## src/rtl/dacif_pkg.sv

```systemverilog
package dacif_pkg;
  // Which part of a staging code a detected write replaces.
  typedef enum logic [1:0] {
    LANE_NONE = 2'd0,
    LANE_FULL = 2'd1,
    LANE_LOW  = 2'd2,
    LANE_HIGH = 2'd3
  } lane_e;

  localparam int unsigned DEF_CHANNELS = 4;
  localparam int unsigned DEF_CODE_W   = 10;
  localparam int unsigned DEF_LOW_W    = 8;
endpackage

```

## src/rtl/dacif_strobe.sv

```systemverilog
module dacif_strobe
  import dacif_pkg::*;
#(
  parameter bit SPLIT_LOAD = 1'b0
) (
  input  logic  clk,
  input  logic  rst_n,
  input  logic  cs_n,
  input  logic  wr_n,
  input  logic  hi_byte_en,
  output logic  wr_evt,
  output lane_e lane
);
  logic wr_prev;

  always_ff @(posedge clk or negedge rst_n) begin
    if (!rst_n) wr_prev <= 1'b1;
    else        wr_prev <= wr_n;
  end

  // Rising return of the strobe while the chip is selected.
  assign wr_evt = !cs_n && wr_n && !wr_prev;

  generate
    if (SPLIT_LOAD) begin : g_split
      always_comb begin
        if (!wr_evt)         lane = LANE_NONE;
        else if (hi_byte_en) lane = LANE_HIGH;
        else                 lane = LANE_LOW;
      end
    end else begin : g_word
      always_comb lane = wr_evt ? LANE_FULL : LANE_NONE;
    end
  endgenerate
endmodule

```

## src/rtl/dacif_input_rank.sv

```systemverilog
module dacif_input_rank
  import dacif_pkg::*;
#(
  parameter int unsigned CHANNELS = DEF_CHANNELS,
  parameter int unsigned CODE_W   = DEF_CODE_W,
  parameter int unsigned LOW_W    = DEF_LOW_W,
  localparam int unsigned ADDR_W  = $clog2(CHANNELS),
  localparam int unsigned HI_W    = CODE_W - LOW_W
) (
  input  logic                       clk,
  input  logic                       kill_n,
  input  lane_e                      lane,
  input  logic [ADDR_W-1:0]          ch_addr,
  input  logic [CODE_W-1:0]          wr_data,
  input  logic                       gain_sel,
  output logic [CHANNELS*CODE_W-1:0] stage_code,
  output logic [CHANNELS-1:0]        stage_gain,
  output logic [CHANNELS*CODE_W-1:0] stage_code_nxt,
  output logic [CHANNELS-1:0]        stage_gain_nxt
);
  for (genvar k = 0; k < CHANNELS; k++) begin : g_ch
    logic [CODE_W-1:0] cur, nxt;
    logic              g_cur, g_nxt;
    logic              hit;

    assign hit = (lane != LANE_NONE) && (ch_addr == ADDR_W'(k));

    always_comb begin
      nxt   = cur;
      g_nxt = g_cur;
      if (hit) begin
        g_nxt = gain_sel;
        unique case (lane)
          LANE_FULL: nxt = wr_data;
          LANE_LOW:  nxt[LOW_W-1:0] = wr_data[LOW_W-1:0];
          LANE_HIGH: nxt[CODE_W-1:LOW_W] = wr_data[HI_W-1:0];
          default:   nxt = cur;
        endcase
      end
    end

    always_ff @(posedge clk or negedge kill_n) begin
      if (!kill_n) begin
        cur   <= '0;
        g_cur <= 1'b0;
      end else begin
        cur   <= nxt;
        g_cur <= g_nxt;
      end
    end

    assign stage_code[k*CODE_W +: CODE_W]     = cur;
    assign stage_gain[k]                      = g_cur;
    assign stage_code_nxt[k*CODE_W +: CODE_W] = nxt;
    assign stage_gain_nxt[k]                  = g_nxt;
  end
endmodule

```

## src/rtl/dacif_output_rank.sv

```systemverilog
module dacif_output_rank #(
  parameter int unsigned CHANNELS = 4,
  parameter int unsigned CODE_W   = 10
) (
  input  logic                       clk,
  input  logic                       kill_n,
  input  logic                       ldac_n,
  input  logic [CHANNELS*CODE_W-1:0] src_code,
  input  logic [CHANNELS-1:0]        src_gain,
  output logic [CHANNELS*CODE_W-1:0] out_code,
  output logic [CHANNELS-1:0]        out_gain
);
  for (genvar k = 0; k < CHANNELS; k++) begin : g_ch
    always_ff @(posedge clk or negedge kill_n) begin
      if (!kill_n) begin
        out_code[k*CODE_W +: CODE_W] <= '0;
        out_gain[k]                  <= 1'b0;
      end else if (!ldac_n) begin
        out_code[k*CODE_W +: CODE_W] <= src_code[k*CODE_W +: CODE_W];
        out_gain[k]                  <= src_gain[k];
      end
    end
  end
endmodule

```

## src/rtl/dacif_quad_front.sv

```systemverilog
module dacif_quad_front
  import dacif_pkg::*;
#(
  parameter int unsigned CHANNELS   = DEF_CHANNELS,
  parameter int unsigned CODE_W     = DEF_CODE_W,
  parameter int unsigned LOW_W      = DEF_LOW_W,
  parameter bit          SPLIT_LOAD = 1'b0,
  localparam int unsigned ADDR_W    = $clog2(CHANNELS)
) (
  input  logic                       clk,
  input  logic                       rst_n,
  input  logic                       clr_n,
  input  logic                       cs_n,
  input  logic                       wr_n,
  input  logic                       ldac_n,
  input  logic [ADDR_W-1:0]          ch_addr,
  input  logic [CODE_W-1:0]          wr_data,
  input  logic                       gain_sel,
  input  logic                       hi_byte_en,
  input  logic                       pd_n,
  output logic [CHANNELS*CODE_W-1:0] dac_code_o,
  output logic [CHANNELS-1:0]        dac_gain_o,
  output logic                       pwr_down_o
);
  logic                       kill_n;
  logic                       wr_evt;
  lane_e                      lane;
  logic [CHANNELS*CODE_W-1:0] in_code_w, in_code_nxt;
  logic [CHANNELS-1:0]        in_gain_w, in_gain_nxt;

  // Either reset source empties both ranks at once.
  assign kill_n = rst_n & clr_n;

  dacif_strobe #(.SPLIT_LOAD(SPLIT_LOAD)) u_strobe (
    .clk(clk), .rst_n(rst_n), .cs_n(cs_n), .wr_n(wr_n),
    .hi_byte_en(hi_byte_en), .wr_evt(wr_evt), .lane(lane)
  );

  dacif_input_rank #(.CHANNELS(CHANNELS), .CODE_W(CODE_W), .LOW_W(LOW_W)) u_stage (
    .clk(clk), .kill_n(kill_n), .lane(lane), .ch_addr(ch_addr),
    .wr_data(wr_data), .gain_sel(gain_sel),
    .stage_code(in_code_w), .stage_gain(in_gain_w),
    .stage_code_nxt(in_code_nxt), .stage_gain_nxt(in_gain_nxt)
  );

  // The output rank takes the staging next-state, so a write during a load passes straight through.
  dacif_output_rank #(.CHANNELS(CHANNELS), .CODE_W(CODE_W)) u_out (
    .clk(clk), .kill_n(kill_n), .ldac_n(ldac_n),
    .src_code(in_code_nxt), .src_gain(in_gain_nxt),
    .out_code(dac_code_o), .out_gain(dac_gain_o)
  );

  always_ff @(posedge clk or negedge rst_n) begin
    if (!rst_n) pwr_down_o <= 1'b0;
    else        pwr_down_o <= !pd_n;
  end
endmodule

```

## config.mk

```make
export PLATFORM = sky130hd
export DESIGN_NAME = dacif_quad_front
export DESIGN_NICKNAME = d
export VERILOG_FILES = /design/src/rtl/dacif_pkg.sv /design/src/rtl/dacif_strobe.sv /design/src/rtl/dacif_input_rank.sv /design/src/rtl/dacif_output_rank.sv /design/src/rtl/dacif_quad_front.sv
export SDC_FILE = /design/constraint.sdc
export NUM_CORES = 1
export LEC_CHECK = 0
export BUFFER_PORTS_ARGS = -buffer_cell sky130_fd_sc_hd__buf_2
export CORE_MARGIN = 2
export CORE_UTILIZATION = 55
export CTS_BUF_LIST = sky130_fd_sc_hd__clkbuf_8 sky130_fd_sc_hd__clkbuf_16
export DETAILED_ROUTE_END_ITERATION = 7
export PLACE_DENSITY = 0.78
export SLEW_MARGIN = 40
export SYNTH_ARGS = -nofsm -noshare
export SYNTH_HDL_FRONTEND = slang
export SYNTH_SLANG_ARGS = --single-unit
export TNS_END_PERCENT = 5
```

## constraint.sdc

```tcl
create_clock -name clk -period 5.2 [get_ports clk]
set_input_delay 0.52 -clock clk [delete_from_list [all_inputs] [get_ports clk]]
set_output_delay 0.52 -clock clk [all_outputs]
set_load 0.05 [all_outputs]
```

# ---- Yosys cells after proc, flatten, opt, wreduce, memory -nomap -nowiden
# Index checks and enable logic that the tools add are counted.
dict set report word_totals {
  regBits 90
  inputBits 21
  output_inout_bits 45
}
dict set report op_classes {
  n_eq_ne 6
  n_mux 17
  bitwise_logic 1
  n_reduce_logical 12
}
# operator count
set op_table {}
lappend op_table {{two-way mux 10 bit} 4}
lappend op_table {{two-way mux 8 bit} 4}
lappend op_table {{case mux 2 bit (2 select lines)} 4}
lappend op_table {{logical AND 1 bit} 6}
lappend op_table {{two-way mux 1 bit} 5}
lappend op_table {{== test 1 x 2 -> 1 bit (second input constant)} 2}
lappend op_table {{== test 2 bit (second input constant)} 2}
lappend op_table {{zero test 1 bit} 3}
lappend op_table {{== test 2 x 1 -> 1 bit (second input constant)} 1}
lappend op_table {{zero test 2 bit} 1}
lappend op_table {{nonzero test 2 bit} 1}
lappend op_table {{OR reduction 2 bit} 1}
lappend op_table {{AND 1 bit} 1}
lappend op_table {{== test 1 bit (second input constant)} 1}

# ---- Longest topological paths before layout
# Gate-level depths: netlist (run 1).
dict set report depth {
  ltp_word 8
  depth_mapped 5
  ltp_nobuf 3
}

# ---- By module
# From an unflattened synthesis (run 1), not the netlist that was laid out.
dict set report hier_totals {
  cells_unflattened 223
  hier_area_um2 3769.9
}
# module instances cells_each area_each_um2 seq_area_each_um2
set modules_own_cells {}
lappend modules_own_cells {dacif_input_rank 1 122 1839.3 1101.1}
lappend modules_own_cells {dacif_output_rank 1 93 1838.0 1101.1}
lappend modules_own_cells {dacif_strobe 1 5 57.6 26.3}
lappend modules_own_cells {dacif_quad_front 1 3 35.0 25.0}

# ---- Worst setup path before layout (run 1)
# OpenSTA, ideal clock, no wires.
dict set report synth_path {
  kind {in2reg}
  startpoint {input port ch_addr[0]}
  endpoint {register u_out.out_code[1]}
  setup_ns 0.124
  arrival_time_ns 1.429
  t_required_ns 5.076
  setup_slack_ns 3.647
  stages 4
  path_cell_list {or4b_4 buf_6 o21ai_2 a21oi_1}
}
dict set report synth_via {
  elab_chain_len 3
}
# item line_no
set synth_rtl {}
lappend synth_rtl {{start: declaration} dacif_quad_front.sv:16} ;# input logic [ADDR_W-1:0] ch_addr,
lappend synth_rtl {{zero test 2 bit} dacif_input_rank.sv:26} ;# assign hit = (lane != LANE_NONE) && (ch_addr == ADDR_W'(k));
lappend synth_rtl {{logical AND 1 bit} dacif_input_rank.sv:26}
lappend synth_rtl {{two-way mux 10 bit} dacif_input_rank.sv:31} ;# if (hit) begin
lappend synth_rtl {{end signal: indexed assignment} dacif_output_rank.sv:19} ;# out_code[k*CODE_W +: CODE_W] <= src_code[k*CODE_W +: CODE_W];
lappend synth_rtl {{end: declaration} dacif_output_rank.sv:10} ;# output logic [CHANNELS*CODE_W-1:0] out_code,
# No other way between the ends.
# A chain may end at the register's enable or synchronous reset.

# ---- Worst setup path in the final report (run 1)
dict set report layout_path {
  startpoint {input port ch_addr[1]}
  endpoint {register u_stage.g_ch[3].cur[7]}
}
dict set report layout_via {
  elab_chain_len 3
}
# item line_no
set layout_rtl {}
lappend layout_rtl {{== test 2 bit} dacif_input_rank.sv:26}
lappend layout_rtl {{logical AND 1 bit} dacif_input_rank.sv:26}
lappend layout_rtl {{two-way mux 10 bit} dacif_input_rank.sv:31}
lappend layout_rtl {{named net in_code_nxt[37]} dacif_quad_front.sv:28} ;# logic [CHANNELS*CODE_W-1:0] in_code_w, in_code_nxt;
lappend layout_rtl {{end signal: assignment} dacif_input_rank.sv:47} ;# cur <= nxt;
lappend layout_rtl {{end: declaration} dacif_input_rank.sv:22} ;# logic [CODE_W-1:0] cur, nxt;
# The timed path passes the listed nets, and every way through them passes these cells.

==> results.yml, run 1 <==
status:
  status: "finished clean"
power_and_ir_drop:
  p_leak_nw: 2.06
  vdd_drop_max_uv: 225
  p_per_area_nw_per_um2: 403
  share_comb_of_total_power: 0.257
  internal_power_mw: 1.16
  clkPwrFrac: 0.259
  sequentialPowerShare: 0.483
  swShare: 0.354
  switchingPower_uw: 635
clock_tree:
  clockBufferDepth: 2
  root_buffer: "clkbuf_8"
  cts.sinks: 90
  tritoncts: "built"
  cts.clk_slew.worst_paths_ps: 90
  cts_buffers: 9
  htree_levels: 3
  insertion_delay_ps: 350
die:
  die_height_um: 88.1
  dieArea_um2: 7760
  die_x_um: 88.1
  rows: 30
  start_util: 0.569
  io_pins: 66
  design.core.area_um2: 6830
drt:
  drtIter0Drc: 250
  drt-total-wl_um: 8350
  drc_errors: 0
  viasPerCell: 5.56
  ant_nets: 0
  wire_per_inst_um: 15.3
  vias: 3027
  firstDrtPassIters: 4
global_routing:
  grt_pass1_vias: 2864
  antenna_found_initial: 0
  grt_max_degree: 89
  grt_pass1_wl_um: 13700
  grt-ovfl-total: 0
  track_usage: 0.230
final_layout:
  fin_nets: 464
  finalInstanceArea_um2: 4460
  fillerInstances: 554
  antenna-diode-count: 0
  drive_gt1_frac: 0.246
  area_growth_pct: 14.6
worst_hold_path:
  hp-class: "in -> reg"
yosys:
  syn_area_um2: 3890
  synth_cell_types: 20
  synth.top_cell.area_share: 0.573
  syn_area_per_cell_um2: 9.89
  synth_cells: 393
  ys_seq_elements: 90
  yosys.area_share.adder: 0
  yosysSeqAreaShare: 0.579
  yosysTopAreaCell: "dfrtp_1"
  synthMuxAreaShare: 0
  synth_compound_area_frac: 0.224
  synth_simple_gate_area_frac: 0.158
  synth_top_family_by_area: "compound AO/OA/AOI/OAI gates"
  yosysWarnings: 0
  synthTopCellsByArea: "dfrtp_1 (57%), nor2b_1 (8.8%), a21oi_1 (8.5%)"
  synthXorXnorAreaFrac: 0
  syn_nets: 414
timing:
  worstMarginPinSlew_ps: 767
  rsz0062_at_grt: "no"
  whs_ps: 303
  relSlewSlack: 0.486
  max_freq_mhz: 406
  hold_violations: 0
  setup_tns_ps: 0
  finClkSkew_ps: 12.5
  setup_violations: 0
  fin_ws_ps: 2740
  finalCriticalPeriod_ps: 2460
  slew_violations: 0
  period_share: 0.473
critical_path:
  worst_setup_path_start_kind: "input port"
  critPathMaxFanout: 67
  crit_type: "in -> reg"
  cp-end-kind: "register"
  worstPathArrival_ps: 2680
  crit_required_ps: 5410
job:
  drv_cap: 0
placement:
  place.gp.congestion: 0.752
  port_buffers: 64
  pre_cts_ws_ps: 2740
  detailed_place_hpwl_um: 4980
  placed_cell_area_um2: 4250
metrics by stage:
step / utilization / instances / power (mW)
global route: 0.653 / 544 / 1.89
CTS: 0.652 / 544 / 1.81
finish: 0.653 / 544 / 1.80
floorplan: - / 393 / 1.23
detailed placement: 0.623 / 527 / 1.35
global placement: 0.622 / 527 / 1.33
metal layers:
layer  GRT usage  wire, um  up-vias  share of wire
li1            -         -     1463              -
met1       0.329      3810     1469           0.46
met2       0.355      3970       82           0.48
met3      0.0368       428       13          0.051
met4      0.0909       136        0          0.016
met5           0         0        -              0
registers in the layout, indices dropped and copies added, names as in the netlist:
name                flops
u_stage.g_ch.g_cur      4
pwr_down_o              1
u_out.out_gain          4
u_stage.g_ch.cur       40
u_out.out_code         40
u_strobe.wr_prev        1
what timing repair did:
action                    in CTS  in global routing
buffers inserted               0                  0
hold buffers                   1                  0
hold endpoints to repair       1                  0
resized for setup              0                  0
cell families (layout without fill, tap and decap cells):
group | Yosys count | count (layout)
buffers and inverters | 34 | 89
AO/OA/AOI/OAI | 154 | 154
AND/OR/NAND/NOR | 115 | 115
flip-flops | 90 | 90
critical path: stages:
cell and delay (ps):
buf_2 80, buf_4 560, clkinv_1 840, o21ai_0 490, o21ai_0 160
cell type report:
class / count / area [um2] / area share
multi-input cells: 269 / 1500 / 0.337
flip-flops and latches: 90 / 2250 / 0.505
repair buffers: 71 / 382 / 0.0856
inverters: 2 / 7.51 / 0.00168
clock inverters: 7 / 68.8 / 0.0154
well taps: 96 / 120 / 0.0269
clock buffers: 9 / 124 / 0.0278
placed cells by master (no fill, tap or decap):
cell type,n
dfrtp_1,89
a21oi_1,66
buf_2,64
nor2b_1,55
nand2_1,55
o21ai_0,36
a31oi_1,22
o21ai_2,19
o21ai_1,11
clkbuf_8,10
buf_4,5
clkinv_2,3
clkinvlp_4,2
nor4b_4,1
or4b_4,1
nand4bb_1,1
clkinv_1,1
nor4bb_4,1
inv_1,1
and2_4,1
inv_6,1
bufinv_16,1
dlygate4sd3_1,1
dfstp_2,1
Yosys cell counts:
library cell,instances
clkbuf_1,23
nand2_1,55
nor2b_1,55
buf_2,5
or4b_4,1
buf_1,1
nand4bb_1,1
o21ai_1,11
buf_6,2
dfrtp_1,89
a21oi_1,66
nor4b_4,1
and2_1,1
dfstp_2,1
inv_1,2
nor4bb_1,1
a31oi_1,22
o21ai_0,36
clkbuf_2,1
o21ai_2,19
path summary, 6_finish.rpt:
kind	startpoint	to	slack, ps	cells past startpoint
worst max-delay path	ch_addr[1]	u_stage.g_ch[3].cur[7]	2740	5
worst min-delay path	pd_n	pwr_down_o	300	2
worst max register to register	u_strobe.wr_prev	u_out.out_code[0]	3450	3
worst min register to register	u_stage.g_ch[0].cur[3]	u_stage.g_ch[0].cur[3]	490	2
max in group asynchronous	rst_n	u_out.out_code[0]	3700	4
min in group asynchronous	clr_n	u_out.out_gain[3]	410	3
power by group through the flow:
stage	Sequential (mW)	Combinational (mW)	Clock, mW
floorplan	1.06	0.172	0
global placement	0.879	0.453	0
detailed placement	0.884	0.462	0
CTS	0.870	0.465	0.476
global route	0.883	0.501	0.508
finish	0.868	0.462	0.466
No activity file was read; power rests on OpenSTA's default activity.
==> run 2, diff against run 1 <==
==> constraint.sdc (replaced) <==
create_clock -name clk -period 2.4 [get_ports clk]
set_input_delay 0.24 -clock clk [delete_from_list [all_inputs] [get_ports clk]]
set_output_delay 0.24 -clock clk [all_outputs]
set_load 0.05 [all_outputs]
==> results.yml, run 2 (synthesis results as in run 1) <==
timing:
  worstMarginPinSlew_ps: 822
  rsz0062_at_grt: "no"
  finalCriticalPeriod_ps: 1740
  finClkSkew_ps: 11.7
  max_freq_mhz: 574
  setup_violations: 0
  setup_tns_ps: 0
  hold_violations: 0
  period_share: 0.725
  slew_violations: 0
  fin_ws_ps: 659
  relSlewSlack: 0.452
die:
  rows: 30
  die_height_um: 88.1
  die_x_um: 88.1
  dieArea_um2: 7760
  start_util: 0.569
  design.core.area_um2: 6830
  io_pins: 66
clock_tree:
  htree_levels: 3
  cts.sinks: 90
  cts_buffers: 9
  insertion_delay_ps: 360
  cts_resized: 0
  cts.clk_slew.worst_paths_ps: 80
  tritoncts: "built"
  clockBufferDepth: 2
  root_buffer: "clkbuf_8"
critical_path:
  timing.rr.start: "u_strobe.wr_prev"
  crit_required_ps: 2640
  worst_setup_path_start_kind: "register"
  cp-end-kind: "register"
  critPathMaxFanout: 33
  worstSetupStartpoint: "u_strobe.wr_prev"
  r2r_setup_slack_ps: 660
  ff2ff_path_depth: 3
  worstReg2RegEnd: "u_out.out_code[9]"
  worstPathArrival_ps: 1980
  crit_type: "reg -> reg"
  endpoint: "u_out.out_code[9]"
drt:
  drc_errors: 0
  ant_nets: 0
  firstDrtPassIters: 4
  drtIter0Drc: 301
  drt-total-wl_um: 8530
  wire_per_inst_um: 15.6
  viasPerCell: 5.64
  vias: 3078
global_routing:
  grt_pass1_vias: 2887
  antenna_found_initial: 0
  grt_max_degree: 89
  track_usage: 0.239
  grt-ovfl-total: 0
  grt_pass1_wl_um: 14100
final_layout:
  fin_nets: 466
  antenna-diode-count: 0
  final_cell_mix: "dfrtp_1 (89), a21oi_1 (66), buf_2 (64)"
  fillerInstances: 580
  largest_registers: "u_out.out_code: 40 flops, u_stage.g_ch.cur: 40 flops"
  drive_gt1_frac: 0.247
  final_common_cell: "dfrtp_1"
  fin_util: 0.660
  final_cells: 546
  area_growth_pct: 15.9
placement:
  port_buffers: 64
  pre_cts_ws_ps: 654
  detailed_place_hpwl_um: 5220
  placed_cells: 528
  place.gp.congestion: 0.780
status:
  status: "finished clean"
worst_hold_path:
  hp-class: "in -> reg"
  hp-start: "wr_n"
job:
  drv_cap: 0
power_and_ir_drop:
  p_leak_nw: 2.09
  p_per_area_nw_per_um2: 875
  vdd_drop_max_uv: 410
## run 2: changes by cell type in the layout (fill, tap and decap cells not counted)
| cell | delta |
|---|---|
| clkinv_4 | +3 |
| buf_12 | +2 |
| clkinvlp_4 | -2 |
| clkinv_1 | -1 |
| clkinv_2 | -1 |
| dlygate4sd3_1 | +1 |
| inv_1 | +1 |
| inv_6 | -1 |
## run 2: cell type report
class / count / area [um2] / area share
clock buffer: 10 / 138 / 0.0305
clock inverter: 6 / 66.3 / 0.0147
inverter: 2 / 7.51 / 0.00167
multi-input combinational: 269 / 1500 / 0.334
sequential: 90 / 2250 / 0.500
tap: 96 / 120 / 0.0267
timing repair buffer: 73 / 418 / 0.0928
## run 2: timing repair
action / CTS / global route
endpoints found under the hold margin: 36 / 0
hold buffers: 2 / 0
setup buffers: 0 / 0
## run 2: power by group
part / switching (mW) / internal [mW]
sequential: 0.109 / 1.77
clock: 0.541 / 0.512
combinational: 0.741 / 0.267
total: 1.39 / 2.55
## run 2: worst min-delay path by stage
| stage | endpoint | slack [ps] | cells past startpoint |
|---|---|---|---|
| CTS | u_strobe.wr_prev | 3 | 1 |
| global placement | pwr_down_o | 30 | 1 |
| detailed placement | pwr_down_o | 30 | 1 |
| floorplan | pwr_down_o | -60 | 0 |
| global route | u_strobe.wr_prev | 6 | 1 |
| finish | u_strobe.wr_prev | 10 | 1 |
## run 2: critical path, cell delays in order, from the launching register on
cell	delay, ps
dfstp_2	410
or4b_4	770
o21ai_0	340
a21oi_1	110
## run 2: per-layer routing
layer  track usage  wire length (um)  up-vias
li1              -                 -     1457
met1         0.344              3800     1511
met2         0.353              4050       95
met3        0.0434               485       15
met4         0.114               197        0
met5             0                 0        -
## run 2: through the flow
step	power, mW	hold slack (ps)	area, um2
floorplan	2.66	-55.6	3890
global placement	2.89	32.5	4280
detailed placement	2.92	34.3	4280
CTS	3.97	2.93	4510
global route	4.13	6.06	4510
finish	3.94	13.7	4510
